### config.mk
export PLATFORM = sky130hd
export DESIGN_NAME = lsu_mem_unit
export DESIGN_NICKNAME = d
export VERILOG_FILES = /design/src/rtl/lsu_pkg.sv /design/src/rtl/lsu_slot.sv /design/src/rtl/lsu_age_arb.sv /design/src/rtl/lsu_mem_unit.sv
export SDC_FILE = /design/constraint.sdc
export NUM_CORES = 1
export LEC_CHECK = 0
export BUFFER_PORTS_ARGS = -buffer_cell sky130_fd_sc_hd__buf_2
export CORE_ASPECT_RATIO = 0.6
export CORE_MARGIN = 1.5
export CORE_UTILIZATION = 55
export CTS_CLUSTER_SIZE = 24
export DETAILED_ROUTE_END_ITERATION = 10
export PLACE_DENSITY_LB_ADDON = 0.2
export SLEW_MARGIN = 0
export SYNTH_ARGS = -nofsm -noshare
export SYNTH_HDL_FRONTEND = slang
export SYNTH_HIERARCHICAL = 1
export SYNTH_SLANG_ARGS = --single-unit
### constraint.sdc
create_clock -name clk -period 3.8 [get_ports clk]
set_input_delay 0 -clock clk [delete_from_list [all_inputs] [get_ports clk]]
set_output_delay 0 -clock clk [all_outputs]
set_load 0.01 [all_outputs]
### src/rtl/lsu_pkg.sv
package lsu_pkg;
  parameter int XW = 16;  // data and address width
  parameter int TW = 4;   // tag width
  parameter int IW = 7;   // offset width

  typedef enum logic [1:0] {ST_FREE, ST_OPND, ST_MEM, ST_RES} slot_st_e;

  typedef struct packed {
    logic [TW-1:0] dst;
    logic [TW-1:0] b_tag;
    logic [XW-1:0] b_val;
    logic          b_rdy;
    logic [TW-1:0] d_tag;
    logic [XW-1:0] d_val;
    logic          d_rdy;
    logic [IW-1:0] off;
  } slot_ent_t;
endpackage

### src/rtl/lsu_slot.sv
module lsu_slot import lsu_pkg::*; #(
  parameter bit IS_ST = 1'b0
) (
  input  logic          clk,
  input  logic          rst_n,
  input  logic          alloc,
  input  slot_ent_t     ent_i,
  input  logic          cdb_v,
  input  logic [TW-1:0] cdb_tag,
  input  logic [XW-1:0] cdb_val,
  input  logic          mem_gnt,
  input  logic [XW-1:0] mem_rdata,
  input  logic          res_take,
  output logic          busy,
  output logic          at_mem,
  output logic          at_res,
  output logic [XW-1:0] addr,
  output logic [XW-1:0] wdata,
  output logic [TW-1:0] dst,
  output logic [XW-1:0] rdata
);
  slot_st_e      st;
  slot_ent_t     e;
  logic [XW-1:0] ea, rd;
  logic          ops_ok;

  function automatic slot_ent_t snoop(slot_ent_t x, logic v, logic [TW-1:0] t, logic [XW-1:0] d);
    slot_ent_t y = x;
    if (v && !y.b_rdy && y.b_tag == t) begin y.b_val = d; y.b_rdy = 1'b1; end
    if (v && !y.d_rdy && y.d_tag == t) begin y.d_val = d; y.d_rdy = 1'b1; end
    return y;
  endfunction

  assign ops_ok = e.b_rdy && (!IS_ST || e.d_rdy);

  always_ff @(posedge clk) begin
    if (!rst_n) begin
      st <= ST_FREE;
      e  <= '0;
      ea <= '0;
      rd <= '0;
    end else begin
      case (st)
        ST_FREE: if (alloc) begin
          e  <= snoop(ent_i, cdb_v, cdb_tag, cdb_val);
          st <= ST_OPND;
        end
        ST_OPND: if (ops_ok) begin
          ea <= e.b_val + {{(XW-IW){e.off[IW-1]}}, e.off};
          st <= ST_MEM;
        end else begin
          e <= snoop(e, cdb_v, cdb_tag, cdb_val);
        end
        ST_MEM: if (mem_gnt) begin
          if (IS_ST) st <= ST_FREE;
          else begin
            rd <= mem_rdata;
            st <= ST_RES;
          end
        end
        default: if (res_take) st <= ST_FREE;
      endcase
    end
  end

  assign busy   = (st != ST_FREE);
  assign at_mem = (st == ST_MEM);
  assign at_res = (st == ST_RES);
  assign addr   = ea;
  assign wdata  = e.d_val;
  assign dst    = e.dst;
  assign rdata  = rd;

  // address phase only entered with the required operands present
  a_r3_ops_before_mem: assert property (@(posedge clk) disable iff (!rst_n)
    (st == ST_MEM && $past(st) == ST_OPND) |-> ($past(e.b_rdy) && (!IS_ST || $past(e.d_rdy))));

  // a result appears only after a granted memory access
  a_r4_res_after_mem: assert property (@(posedge clk) disable iff (!rst_n)
    (st == ST_RES && $past(st) != ST_RES) |-> ($past(st) == ST_MEM && $past(mem_gnt)));
endmodule

### src/rtl/lsu_age_arb.sv
module lsu_age_arb #(
  parameter int N = 4
) (
  input  logic                clk,
  input  logic                rst_n,
  input  logic [N-1:0]        alloc,
  input  logic [N-1:0]        busy,
  input  logic [N-1:0]        mem_req,
  input  logic [N-1:0]        res_req,
  input  logic                res_fire,
  output logic [N-1:0]        mem_gnt,
  output logic [N-1:0]        res_oh,
  output logic [N-1:0][N-1:0] older   // older[j][i]: slot j entered before slot i
);
  logic         hold;
  logic [N-1:0] hold_oh;

  function automatic logic [N-1:0] oldest(logic [N-1:0] req, logic [N-1:0][N-1:0] o);
    logic [N-1:0] oh;
    for (int i = 0; i < N; i++) begin
      oh[i] = req[i];
      for (int j = 0; j < N; j++)
        if (req[j] && o[j][i]) oh[i] = 1'b0;
    end
    return oh;
  endfunction

  always_ff @(posedge clk) begin
    if (!rst_n) begin
      older   <= '0;
      hold    <= 1'b0;
      hold_oh <= '0;
    end else begin
      for (int n = 0; n < N; n++) begin
        if (alloc[n]) begin
          for (int j = 0; j < N; j++) begin
            older[j][n] <= busy[j];
            older[n][j] <= 1'b0;
          end
        end
      end
      hold    <= (|res_req) && !res_fire;
      hold_oh <= res_oh;
    end
  end

  assign mem_gnt = oldest(mem_req, older);
  assign res_oh  = hold ? hold_oh : oldest(res_req, older);

  // the shared port serves at most one slot
  a_r8_single_grant: assert property (@(posedge clk) disable iff (!rst_n)
    $onehot0(mem_gnt));

  // a single result source at a time, drawn from waiting slots
  a_r5_single_result: assert property (@(posedge clk) disable iff (!rst_n)
    $onehot0(res_oh) && ((res_oh & ~res_req) == '0));
endmodule

### src/rtl/lsu_mem_unit.sv
module lsu_mem_unit import lsu_pkg::*; #(
  parameter int NUM_LD = 2,
  parameter int NUM_ST = 2
) (
  input  logic          clk,
  input  logic          rst_n,
  input  logic          iss_valid,
  output logic          iss_ready,
  input  logic          iss_store,
  input  logic [TW-1:0] iss_dst,
  input  logic [TW-1:0] iss_base_tag,
  input  logic [XW-1:0] iss_base_val,
  input  logic          iss_base_rdy,
  input  logic [TW-1:0] iss_data_tag,
  input  logic [XW-1:0] iss_data_val,
  input  logic          iss_data_rdy,
  input  logic [IW-1:0] iss_off,
  input  logic          cdb_valid,
  input  logic [TW-1:0] cdb_tag,
  input  logic [XW-1:0] cdb_data,
  output logic          res_valid,
  input  logic          res_ready,
  output logic [TW-1:0] res_tag,
  output logic [XW-1:0] res_data,
  output logic          mem_valid,
  output logic          mem_we,
  output logic [XW-1:0] mem_addr,
  output logic [XW-1:0] mem_wdata,
  input  logic [XW-1:0] mem_rdata
);
  localparam int N = NUM_LD + NUM_ST;

  slot_ent_t           ent;
  logic [N-1:0]        busy, at_mem, at_res, free_kind, alloc, blk, mem_req, mem_gnt, res_oh, res_take;
  logic [N-1:0][N-1:0] older;
  logic [XW-1:0]       addr_a [N];
  logic [XW-1:0]       wdat_a [N];
  logic [XW-1:0]       rdat_a [N];
  logic [TW-1:0]       dst_a  [N];

  always_comb begin
    ent.dst   = iss_dst;
    ent.b_tag = iss_base_tag;
    ent.b_val = iss_base_val;
    ent.b_rdy = iss_base_rdy;
    ent.d_tag = iss_data_tag;
    ent.d_val = iss_data_val;
    ent.d_rdy = iss_data_rdy;
    ent.off   = iss_off;
    for (int i = 0; i < N; i++)
      free_kind[i] = !busy[i] && ((i >= NUM_LD) == iss_store);
  end

  assign iss_ready = |free_kind;
  assign alloc     = iss_valid ? (free_kind & (~free_kind + N'(1))) : '0;

  for (genvar g = 0; g < N; g++) begin : g_slot
    lsu_slot #(.IS_ST(g >= NUM_LD)) u_slot (
      .clk      (clk),
      .rst_n    (rst_n),
      .alloc    (alloc[g]),
      .ent_i    (ent),
      .cdb_v    (cdb_valid),
      .cdb_tag  (cdb_tag),
      .cdb_val  (cdb_data),
      .mem_gnt  (mem_gnt[g]),
      .mem_rdata(mem_rdata),
      .res_take (res_take[g]),
      .busy     (busy[g]),
      .at_mem   (at_mem[g]),
      .at_res   (at_res[g]),
      .addr     (addr_a[g]),
      .wdata    (wdat_a[g]),
      .dst      (dst_a[g]),
      .rdata    (rdat_a[g])
    );
  end

  // a load stays off the port behind an older store that is unresolved or aliases it
  always_comb begin
    blk = '0;
    for (int i = 0; i < NUM_LD; i++)
      for (int j = NUM_LD; j < N; j++)
        if (older[j][i] && busy[j] && (!at_mem[j] || addr_a[j] == addr_a[i]))
          blk[i] = 1'b1;
  end

  assign mem_req = at_mem & ~blk;

  lsu_age_arb #(.N(N)) u_arb (
    .clk     (clk),
    .rst_n   (rst_n),
    .alloc   (alloc),
    .busy    (busy),
    .mem_req (mem_req),
    .res_req (at_res),
    .res_fire(res_valid && res_ready),
    .mem_gnt (mem_gnt),
    .res_oh  (res_oh),
    .older   (older)
  );

  always_comb begin
    mem_addr  = '0;
    mem_wdata = '0;
    res_tag   = '0;
    res_data  = '0;
    for (int i = 0; i < N; i++) begin
      if (mem_gnt[i]) begin
        mem_addr  = mem_addr  | addr_a[i];
        mem_wdata = mem_wdata | wdat_a[i];
      end
      if (res_oh[i]) begin
        res_tag  = res_tag  | dst_a[i];
        res_data = res_data | rdat_a[i];
      end
    end
  end

  assign mem_valid = |mem_gnt;
  assign mem_we    = |mem_gnt[N-1:NUM_LD];
  assign res_valid = |at_res;
  assign res_take  = res_oh & {N{res_valid && res_ready}};

  // a stalled result holds still until accepted
  a_r5_res_hold: assert property (@(posedge clk) disable iff (!rst_n)
    (res_valid && !res_ready) |=> (res_valid && $stable(res_tag) && $stable(res_data)));
endmodule

After elaboration in Yosys (flattened, before gate mapping)

Index checks and enable logic that the tools add are counted.

Register bits: 333
Bits of input ports: 95
Output and inout port bits: 56

Add/subtract/negate cells: 5
Equality and inequality tests: 50
Muxes and demuxes: 97
Bitwise gates (word level): 21
Reduce and logical (&&, ||, !) cells: 134

Operators with widths:

| kind                                                  | number |
|---|---|
| one-hot mux 53 bit (2 select lines)                   | 4 |
| two-way mux 53 bit                                    | 4 |
| two-way mux 45 bit                                    | 4 |
| two-way mux 17 bit                                    | 10 |
| two-way mux 16 bit                                    | 10 |
| bitwise OR 16 bit                                     | 7 |
| adder 16 bit                                          | 4 |
| equality test 16 bit                                  | 4 |
| logical AND 1 bit                                     | 60 |
| AND reduction 4 bit                                   | 12 |
| equality test 4 bit                                   | 10 |
| two-way mux 1 bit                                     | 36 |
| two-way mux 2 bit                                     | 16 |
| two-way mux 4 bit                                     | 8 |
| inequality test 2 x 1 -> 1 bit, second input constant | 16 |
| nonzero test 2 bit                                    | 14 |
| one-hot mux 2 bit (3 select lines)                    | 4 |
| logical NOT 1 bit                                     | 17 |
| equality test 2 bit, second input constant            | 8 |
| inequality test 2 bit, second input constant          | 8 |
| AND reduction 2 bit                                   | 8 |
| nonzero test 4 bit                                    | 4 |
| bitwise AND 4 bit                                     | 3 |
| bitwise OR 4 bit                                      | 3 |
| other kinds (11)                                      | 33 |

Depth between registers and ports, before layout

Gate-level depths: netlist of the first run.

Word-level depth: 19
Gate-level depth with buffers: 12
Gate-level depth less buffers: 11

By module

The synthesis of the first run kept the hierarchy.

Modules (own cells, without submodules):

| module                          | times used | cells an instance | area each (um^2) |
|---|---|---|---|
| lsu_slot (g_slot[0].u_slot ...) | 2          | 582               | 4909.7 |
| lsu_slot (g_slot[3].u_slot)     | 1          | 493               | 4236.6 |
| lsu_slot (g_slot[2].u_slot)     | 1          | 484               | 4100.2 |
| lsu_mem_unit                    | 1          | 288               | 1900.6 |
| lsu_age_arb                     | 1          | 92                | 822.0 |

Worst setup path before layout of the first run

Ideal clock, no wire load.

Kind: reg-to-reg
Start: register g_slot[3].u_slot.st[1]
End: register g_slot[3].u_slot.e, in the netlist g_slot[3].u_slot/dst[0]
Setup time: 0.132 ns
Data arrival time: 2.587 ns
Path slack: 1.081 ns
Cell stages (with the launch flop): 10
Path buffers: 3
Period minus slack after synthesis: 2.719 ns
Cell sequence: dfxtp_1 buf_2 or2_2 nor3b_1 nand2b_1 or2_2 buf_2 clkbuf_1 nand2_1 a21oi_1

Cells in the longest elaborated chain, start to end: 8
Elaborated cells between the ends (all ways): 11
Classes of those cells: add/sub (1); eq/ne (1); mux (1); bitwise (3); reduce/logical (5)

RTL lines:

| what                              | line               | text |
|---|---|---|
| from (decl)                       | lsu_slot.sv:22     | `slot_st_e st;` |
| from (signal assigned)            | lsu_slot.sv:38     | `st <= ST_FREE;` |
| from (signal assigned)            | lsu_slot.sv:46     | `st <= ST_OPND;` |
| from (signal assigned)            | lsu_slot.sv:50     | `st <= ST_MEM;` |
| nonzero test 2 bit (*)            | lsu_slot.sv:66     | `assign busy = (st != ST_FREE);` |
| net busy[3]                       | lsu_mem_unit.sv:34 | `logic [N-1:0] busy, at_mem, at_res, free_kind, alloc, blk, mem_req, mem_gnt, res_oh, res_take;` |
| logical NOT 1 bit (*)             | lsu_mem_unit.sv:51 | `free_kind[i] = !busy[i] && ((i >= NUM_LD) == iss_store);` |
| logical AND 1 bit (*)             | lsu_mem_unit.sv:51 |  |
| inverter 4 bit                    | lsu_mem_unit.sv:55 | `assign alloc = iss_valid ? (free_kind & (~free_kind + N'(1))) : '0;` |
| adder 4 x 1 -> 4 bit              | lsu_mem_unit.sv:55 |  |
| bitwise AND 4 bit (*)             | lsu_mem_unit.sv:55 |  |
| two-way mux 4 bit (*)             | lsu_mem_unit.sv:55 |  |
| net alloc[3]                      | lsu_mem_unit.sv:34 |  |
| AND reduction 3 bit (no line) (*) | n/a                |  |
| to (signal assigned)              | lsu_slot.sv:45     | `e <= snoop(ent_i, cdb_v, cdb_tag, cdb_val);` |
| to (signal assigned)              | lsu_slot.sv:52     | `e <= snoop(e, cdb_v, cdb_tag, cdb_val);` |
| to (decl)                         | lsu_slot.sv:23     | `slot_ent_t e;` |

Mark *: on every way through the listed nets, which the timed path passes. The rest lies on a longest branch.
A chain may end at the register's enable or synchronous reset.

Worst setup path after layout of the first run

Start: register g_slot[2].u_slot.ea[9]
End: output port mem_addr[3]

Elaborated cells between the ends (all ways): 37
Classes of those cells: eq/ne (2); mux (20); bitwise (5); reduce/logical (10)

RTL lines:

| what                                | line                | text |
|---|---|---|
| from (decl)                         | lsu_slot.sv:24      | `logic [XW-1:0] ea, rd;` |
| from (signal assigned)              | lsu_slot.sv:49      | `ea <= e.b_val + {{(XW-IW){e.off[IW-1]}}, e.off};` |
| equality test 16 bit (*)            | lsu_mem_unit.sv:84  | `if (older[j][i] && busy[j] && (!at_mem[j] \|\| addr_a[j] == addr_a[i]))` |
| logical OR 1 bit (*)                | lsu_mem_unit.sv:84  |  |
| logical AND 1 bit (*)               | lsu_mem_unit.sv:84  |  |
| two-way mux 1 bit (*) (2 in series) | lsu_mem_unit.sv:84  |  |
| inverter 2 -> 4 bit (*)             | lsu_mem_unit.sv:88  | `assign mem_req = at_mem & ~blk;` |
| bitwise AND 4 bit (*)               | lsu_mem_unit.sv:88  |  |
| net mem_req[1]                      | lsu_mem_unit.sv:34  |  |
| logical AND 1 bit (*)               | lsu_age_arb.sv:23   | `if (req[j] && o[j][i]) oh[i] = 1'b0;` |
| two-way mux 1 bit (*) (2 in series) | lsu_age_arb.sv:23   |  |
| net mem_gnt[2]                      | lsu_mem_unit.sv:34  |  |
| two-way mux 16 bit (*)              | lsu_mem_unit.sv:109 | `if (mem_gnt[i]) begin` |
| bitwise OR 16 bit                   | lsu_mem_unit.sv:110 | `mem_addr = mem_addr \| addr_a[i];` |
| two-way mux 16 bit (*)              | lsu_mem_unit.sv:109 |  |
| to (decl)                           | lsu_mem_unit.sv:27  | `output logic [XW-1:0] mem_addr,` |

Marked as above.

==> reports/summary.txt, run 1 <==
vias in the first global route = 18,587
DR vias/cell = 6.45
Die Y = 154 µm
Internal = 7.17 mW
most frequent cells in the layout = dfxtp_1, nand2_1, a21oi_1
post-detail-place hpwl = 55,300 µm
sequential power share = 37.8%
Final Cycle Share = 96.7%
core area = 36,800 µm²
global-route wire length before repair = 116,000 µm
crit-path max FO = 19
Critical Path Start Type = flip-flop
min Tclk post-route = 3.67 ns
Placed Area = 21,100 µm²
FF-to-FF End = g_slot[0].u_slot/rdata[0]$_SDFFE_PN0P_
CTS Buf Count = 34
Hold EP = g_slot[3].u_slot/st[1]$_SDFFE_PN0P_
area occupied by multi-input gates = 12,500 µm²
drt total wl = 78,200 µm
post-layout util = 63.2%
type of the worst setup path = reg2out
min-delay src = iss_valid
Max VDD drop = 295 µV
initial antenna violation count = 1
clock buffer depth = 3
Synth Cell Area = 20,800 µm²
post-CTS setup buffer count = 0
IO buf count = 150
initial core utilization = 56.6%
drt drc = 1
Rows = 54
Clock transition at path regs = 0.07 ns
failing checks = design-rule violations
Ports = 151
DRT Pass-1 Iters = 11
TritonCTS clock tree = built
Hold Vio Cnt, Final = 0
drt initial violations = 2,976
filler instances = 3,198
clock skew = 0.0242 ns
die width = 254 µm
WP data arrival = 3.67 ns
Sw Ratio = 34.6%
Syn. warnings = 6
DR vias = 20,198
Worst Hold Class = in2reg
critical path capture point type = primary output
fin area = 23,300 µm²
GRT Resource Usage Total = 39.1%
register area = 6670 µm²
synthesized area per cell = 8.28 µm²
Root Driver = clkbuf_16
final setup vio count = 0
maxcap violations = 0
Leak Pwr = 10.1 nW
Antenna Nets Post-Route = 0
Power Density = 471 nW/µm²
final net count = 2,771
status = complete, but fails checks
H-tree Lvls = 2
commonest non-fill, non-tap cell in the layout = dfxtp_1
Psw = 3.80 mW
share of cells above drive strength 1 = 12.9%
Slew Limit Fails = 0
Reg2Reg Depth = 10
post-route insts no fill = 3,132
largest net degree at the start of global routing = 65
Setup TNS = 0 ns
P&R area growth vs syn = 11.7%
WHS Path Cells = 5
clk_lat worst skew = 0.54 ns
synthesized instance count = 2,516
fmax = 272 MHz
worst-margin pin slew = 0.834 ns
Worst Path Required = 3.80 ns
GRT overflow = 0
clock sinks = 333
RSZ-0062 raised after global routing = false
Combinational Power Share = 27.9%
Slew headroom = 44.4%
DR WL/cell = 25.0 µm
FF-to-FF setup slack = 0.56 ns
reg-to-reg critical path startpoint = g_slot[2].u_slot/addr[9]$_SDFFE_PN0P_
Placed Cells = 2,974
GP Congestion = 1.06
die area = 39,100 µm²
Clk pwr share = 34.3%
[routing by layer]
| layer | wire length [µm] | GRT usage, % | vias to the layer above |
|---|---|---|---|
| li1 | - | - | 9074 |
| met1 | 34300 | 58.2 | 9663 |
| met2 | 30800 | 52.8 | 1257 |
| met3 | 11000 | 13.6 | 204 |
| met4 | 2040 | 9.84 | 0 |
| met5 | 0 | 0 | - |
[worst max path at each step]
stage,from,endpoint,slack [ns],cells after the start
2_1_floorplan,g_slot[3].u_slot/st[1]$_SDFFE_PN0P_,g_slot[3].u_slot/dst[0]$_SDFFE_PN0P_,1.08,9
3_3_place_gp,g_slot[2].u_slot/addr[12]$_SDFFE_PN0P_,mem_addr[3],0.70,11
3_5_place_dp,g_slot[2].u_slot/addr[9]$_SDFFE_PN0P_,mem_addr[3],0.72,11
4_1_cts,g_slot[2].u_slot/addr[9]$_SDFFE_PN0P_,mem_addr[3],0.12,11
5_1_grt,g_slot[2].u_slot/addr[9]$_SDFFE_PN0P_,mem_addr[2],0.06,11
6_report,g_slot[2].u_slot/addr[9]$_SDFFE_PN0P_,mem_addr[3],0.13,11
[power by group through the flow]
stage                     clock (mW)  sequential [mW]  combinational [mW]
after floorplan                    0             4.09                2.25
after CTS                       3.77             4.13                2.94
after global routing            3.92             4.18                3.26
after global placement             0             4.20                2.78
final                           3.76             4.15                3.06
after detailed placement           0             4.21                2.84
[final cells by class]
cell class / count / share of cell area (%)
repair buffers: 299 / 9.05
flip-flops and latches: 333 / 28.6
clock buffers: 47 / 4.48
well taps: 504 / 2.71
diodes: 2 / 0.0215
clock inverters: 15 / 0.822
inverters: 32 / 0.516
multi-input cells: 1900 / 53.8
[worst max-delay path, stage by stage, from the launching register on]
cell and delay [ns]:
dfxtp_1 0.49, xor2_1 0.15, nor4_1 0.43, nand3_1 0.16
nor4_1 0.37, a311oi_2 0.12, a22oi_1 0.17, and3_2 0.44
buf_4 0.36, a22oi_1 0.14, nand2_1 0.15, buf_2 0.15
[state kept, by name, indices dropped and copies added, names as in the netlist]
signal and count:
g_slot.u_slot/addr 64, g_slot.u_slot/dst 16, g_slot.u_slot/st 8, g_slot.u_slot/ops_ok 2, g_slot.u_slot/e 130, u_arb/older 12, g_slot.u_slot/rdata 32, g_slot.u_slot/wdata 64
u_arb/hold 1, u_arb/hold_oh 4
[metrics by stage]
stage / worst slack [ns] / total power [mW] / hold slack (ns)
floorplan: 1.08 / 6.34 / 0.109
global placement: 0.699 / 6.97 / 0.253
detailed placement: 0.721 / 7.05 / 0.257
CTS: 0.117 / 10.8 / 0.0520
global route: 0.0619 / 11.4 / 0.116
finish: 0.127 / 11.0 / 0.0870
[timing repair]
action	CTS	global route
hold buffers	94	0
hold endpoints to repair	224	0
gates resized for setup	0	2
endpoints found under the setup margin	0	19
Note: power is estimated with default switching activity, not from simulation.
==> run 2, diff against run 1 <==
--- a/config.mk
+++ b/config.mk
@@ -5,6 +5,7 @@
 export SDC_FILE = /design/constraint.sdc
 export NUM_CORES = 1
 export LEC_CHECK = 0
+export ABC_AREA = 1
 export BUFFER_PORTS_ARGS = -buffer_cell sky130_fd_sc_hd__buf_2
 export CORE_ASPECT_RATIO = 0.6
 export CORE_MARGIN = 1.5
@@ -17,3 +18,4 @@
 export SYNTH_HDL_FRONTEND = slang
 export SYNTH_HIERARCHICAL = 1
 export SYNTH_SLANG_ARGS = --single-unit
+export TNS_END_PERCENT = 20
==> run 2 against run 1 <==
Net effect: the run now ends clean; sequential power increased by 5%; clock power barely moved; maximum frequency rose by 2.4%; total power increased by 20%; die area increased by 20%; largest cell class unchanged; via count grew 32%; sequential cell count is the same; sequential share of layout area is 4.3 points lower.
==> reports/summary.txt, run 2 <==
status = finished, final reports clean
sequential power share = 33.0% (-4.8 points)
Slew headroom = 20.1% (-24 points)
IO buf count = 150 (unchanged)
Clock transition at path regs = 0.07 ns (about the same)
post-CTS setup buffer count = 0 (unchanged)
Reg with most FFs = g_slot.u_slot/e
filler instances = 4,491 (+40%)
Max VDD drop = 291 µV (-1.1%)
Internal = 7.70 mW (+7.3%)
area occupied by multi-input gates = 14,200 µm² (+13%)
DRT Pass-1 Iters = 7 (-4)
WHS Path Cells = 5 (unchanged)
Placed Cells = 4,940 (+66%)
final setup vio count = 0 (unchanged)
synthesized area per cell = 5.68 µm² (-31%)
Die Y = 168 µm (+9.4%)
Reg2Reg Depth = 13 (+3)
Antenna Nets Post-Route = 0 (unchanged)
die area = 46,800 µm² (+20%)
maxcap violations = 0 (unchanged)
Sw Ratio = 41.5% (+6.9 points)
FF-to-FF setup slack = 0.21 ns (-0.35 ns)
reg-to-reg critical path startpoint = g_slot[3].u_slot/st[1]$_SDFFE_PN0P_
setup ws final = 0.214 ns (+0.0875 ns)
clk_lat worst skew = 0.55 ns (about the same)
clock sinks = 333 (unchanged)
WP data arrival = 4.03 ns (+0.36 ns)
die width = 278 µm (+9.5%)
share of cells above drive strength 1 = 7.58% (-5.3 points)
fmax = 279 MHz (+2.4%)
Ant. Diodes = 0 (-2)
worst-margin pin slew = 1.20 ns (+0.361 ns)
P&R area growth vs syn = 9.64%
most frequent cells in the layout = nand2_1, nor2_1, inv_1
Worst Path Required = 4.24 ns (+0.44 ns)
GRT overflow = 0 (unchanged)
post-route insts no fill = 5,099 (+63%)
drt initial violations = 3,341 (+12%)
register area = 6670 µm² (unchanged)
Root Driver = clkbuf_16
hold slack final = 0.0337 ns (-0.0533 ns)
min-delay src = cdb_data[7]
TritonCTS clock tree = built
vias in the first global route = 22,832 (+23%)
clock buffer depth = 3 (unchanged)
Power Density = 480 nW/µm² (+1.8%)
global-route wire length before repair = 132,000 µm (+14%)
Leak Pwr = 14.7 nW (+45%)
worst setup path start = g_slot[3].u_slot/st[1]$_SDFFE_PN0P_
Post-CTS Resized = 0 (unchanged)
initial core utilization = 55.8% (-0.76 points)
CTS Buf Count = 35 (+2.9%)
Slew Limit Fails = 0 (unchanged)
Rows = 60 (+11%)
post-detail-place hpwl = 62,800 µm (+14%)
Final Cycle Share = 94.4% (-2.3 points)
Synth Cell Area = 25,000 µm² (+20%)
critical path capture point type = flip-flop
DR vias = 26,633 (+32%)
Ports = 151 (unchanged)
GRT Resource Usage Total = 36.0% (-3.1 points)
Psw = 5.46 mW (+44%)
number of flip-flops in the largest register = 130 (unchanged)
clock skew = 0.0239 ns (-0.000277 ns)
commonest non-fill, non-tap cell in the layout = nand2_1
Syn. warnings = 6 (unchanged)
DR vias/cell = 5.22 (-19%)
type of the worst setup path = reg2reg
pre-CTS setup slack = 0.843 ns (+0.122 ns)
Worst Hold Class = in2reg
H-tree Lvls = 2 (unchanged)
core area = 44,800 µm² (+22%)
crit-path max FO = 26 (+7)
Combinational Power Share = 38.3% (+10 points)
RSZ-0062 raised after global routing = false
number of hold buffers added after CTS = 95 (+1.1%)
Critical Path Start Type = flip-flop
Clk pwr share = 28.7% (-5.6 points)
synthesized instance count = 4,408 (+75%)
initial antenna violation count = 0 (-1)
Setup TNS = 0 ns (unchanged)
drt total wl = 86,400 µm (+11%)
largest net degree at the start of global routing = 202 (+210%)
Hold Vio Cnt, Final = 0 (unchanged)
drt drc = 0 (-1)
final net count = 4,654 (+68%)
min Tclk post-route = 3.59 ns (-0.0875 ns)
GP Congestion = 1.01 (-4.0%)
DR WL/cell = 17.0 µm (-32%)
==> run 2: metrics by stage <==
step | util [%] | cell area, µm² | total power, mW
floorplan | - | 25100 | 8.05
finish | 61.2 | 27400 | 13.2
global route | 61.2 | 27400 | 13.9
CTS | 61.2 | 27400 | 13.0
global placement | 56.3 | 25300 | 9.13
detailed placement | 56.3 | 25300 | 9.17
==> run 2: final cells by class <==
class / count / share of cell area, %
sequential: 333 / 24.3
inverter: 722 / 9.88
multi-input combinational: 3120 / 51.7
timing repair buffer: 271 / 6.98
tap: 589 / 2.69
clock inverter: 20 / 0.898
clock buffer: 44 / 3.61
==> run 2: worst paths after layout <==
path	endpoint
setup / recovery	g_slot[3].u_slot/wdata[14]$_SDFFE_PN0P_
hold / removal	g_slot[2].u_slot/e[36]$_SDFFE_PN0P_
setup reg to reg	g_slot[3].u_slot/wdata[14]$_SDFFE_PN0P_
hold reg to reg	g_slot[0].u_slot/dst[1]$_SDFFE_PN0P_
==> run 2: worst max-delay path: stages (launching register included) <==
cell and delay (ns):
dfxtp_1 0.38, nor2_1 0.21, inv_1 0.12, or2_2 0.31, nor3_1 0.15, buf_4 0.19, nand2_2 0.41, nand2_2 0.28
inv_2 0.09, a21oi_4 0.50, nand2_1 0.11, nor2_1 0.11, dlygate4sd3_1 0.56, nor2_1 0.04
==> run 2: metal layers <==
metal  routed length [µm]  vias to the layer above  part of all wire (%)  global-route usage [%]
li1                     -                    13370                     -                       -
met1                39700                    11728                    46                    55.2
met2                31600                     1386                    37                    47.0
met3                13100                      149                    15                    12.0
met4                 2000                        0                   2.3                    8.48
met5                    0                        -                     0                       0
==> run 2: power groups by stage <==
stage	clock network, mW	registers (mW)	logic (mW)
after detailed placement	0	4.42	4.76
final	3.77	4.35	5.04
after CTS	3.81	4.34	4.86
after global placement	0	4.40	4.73
after floorplan	0	4.30	3.76
after global routing	3.94	4.40	5.57
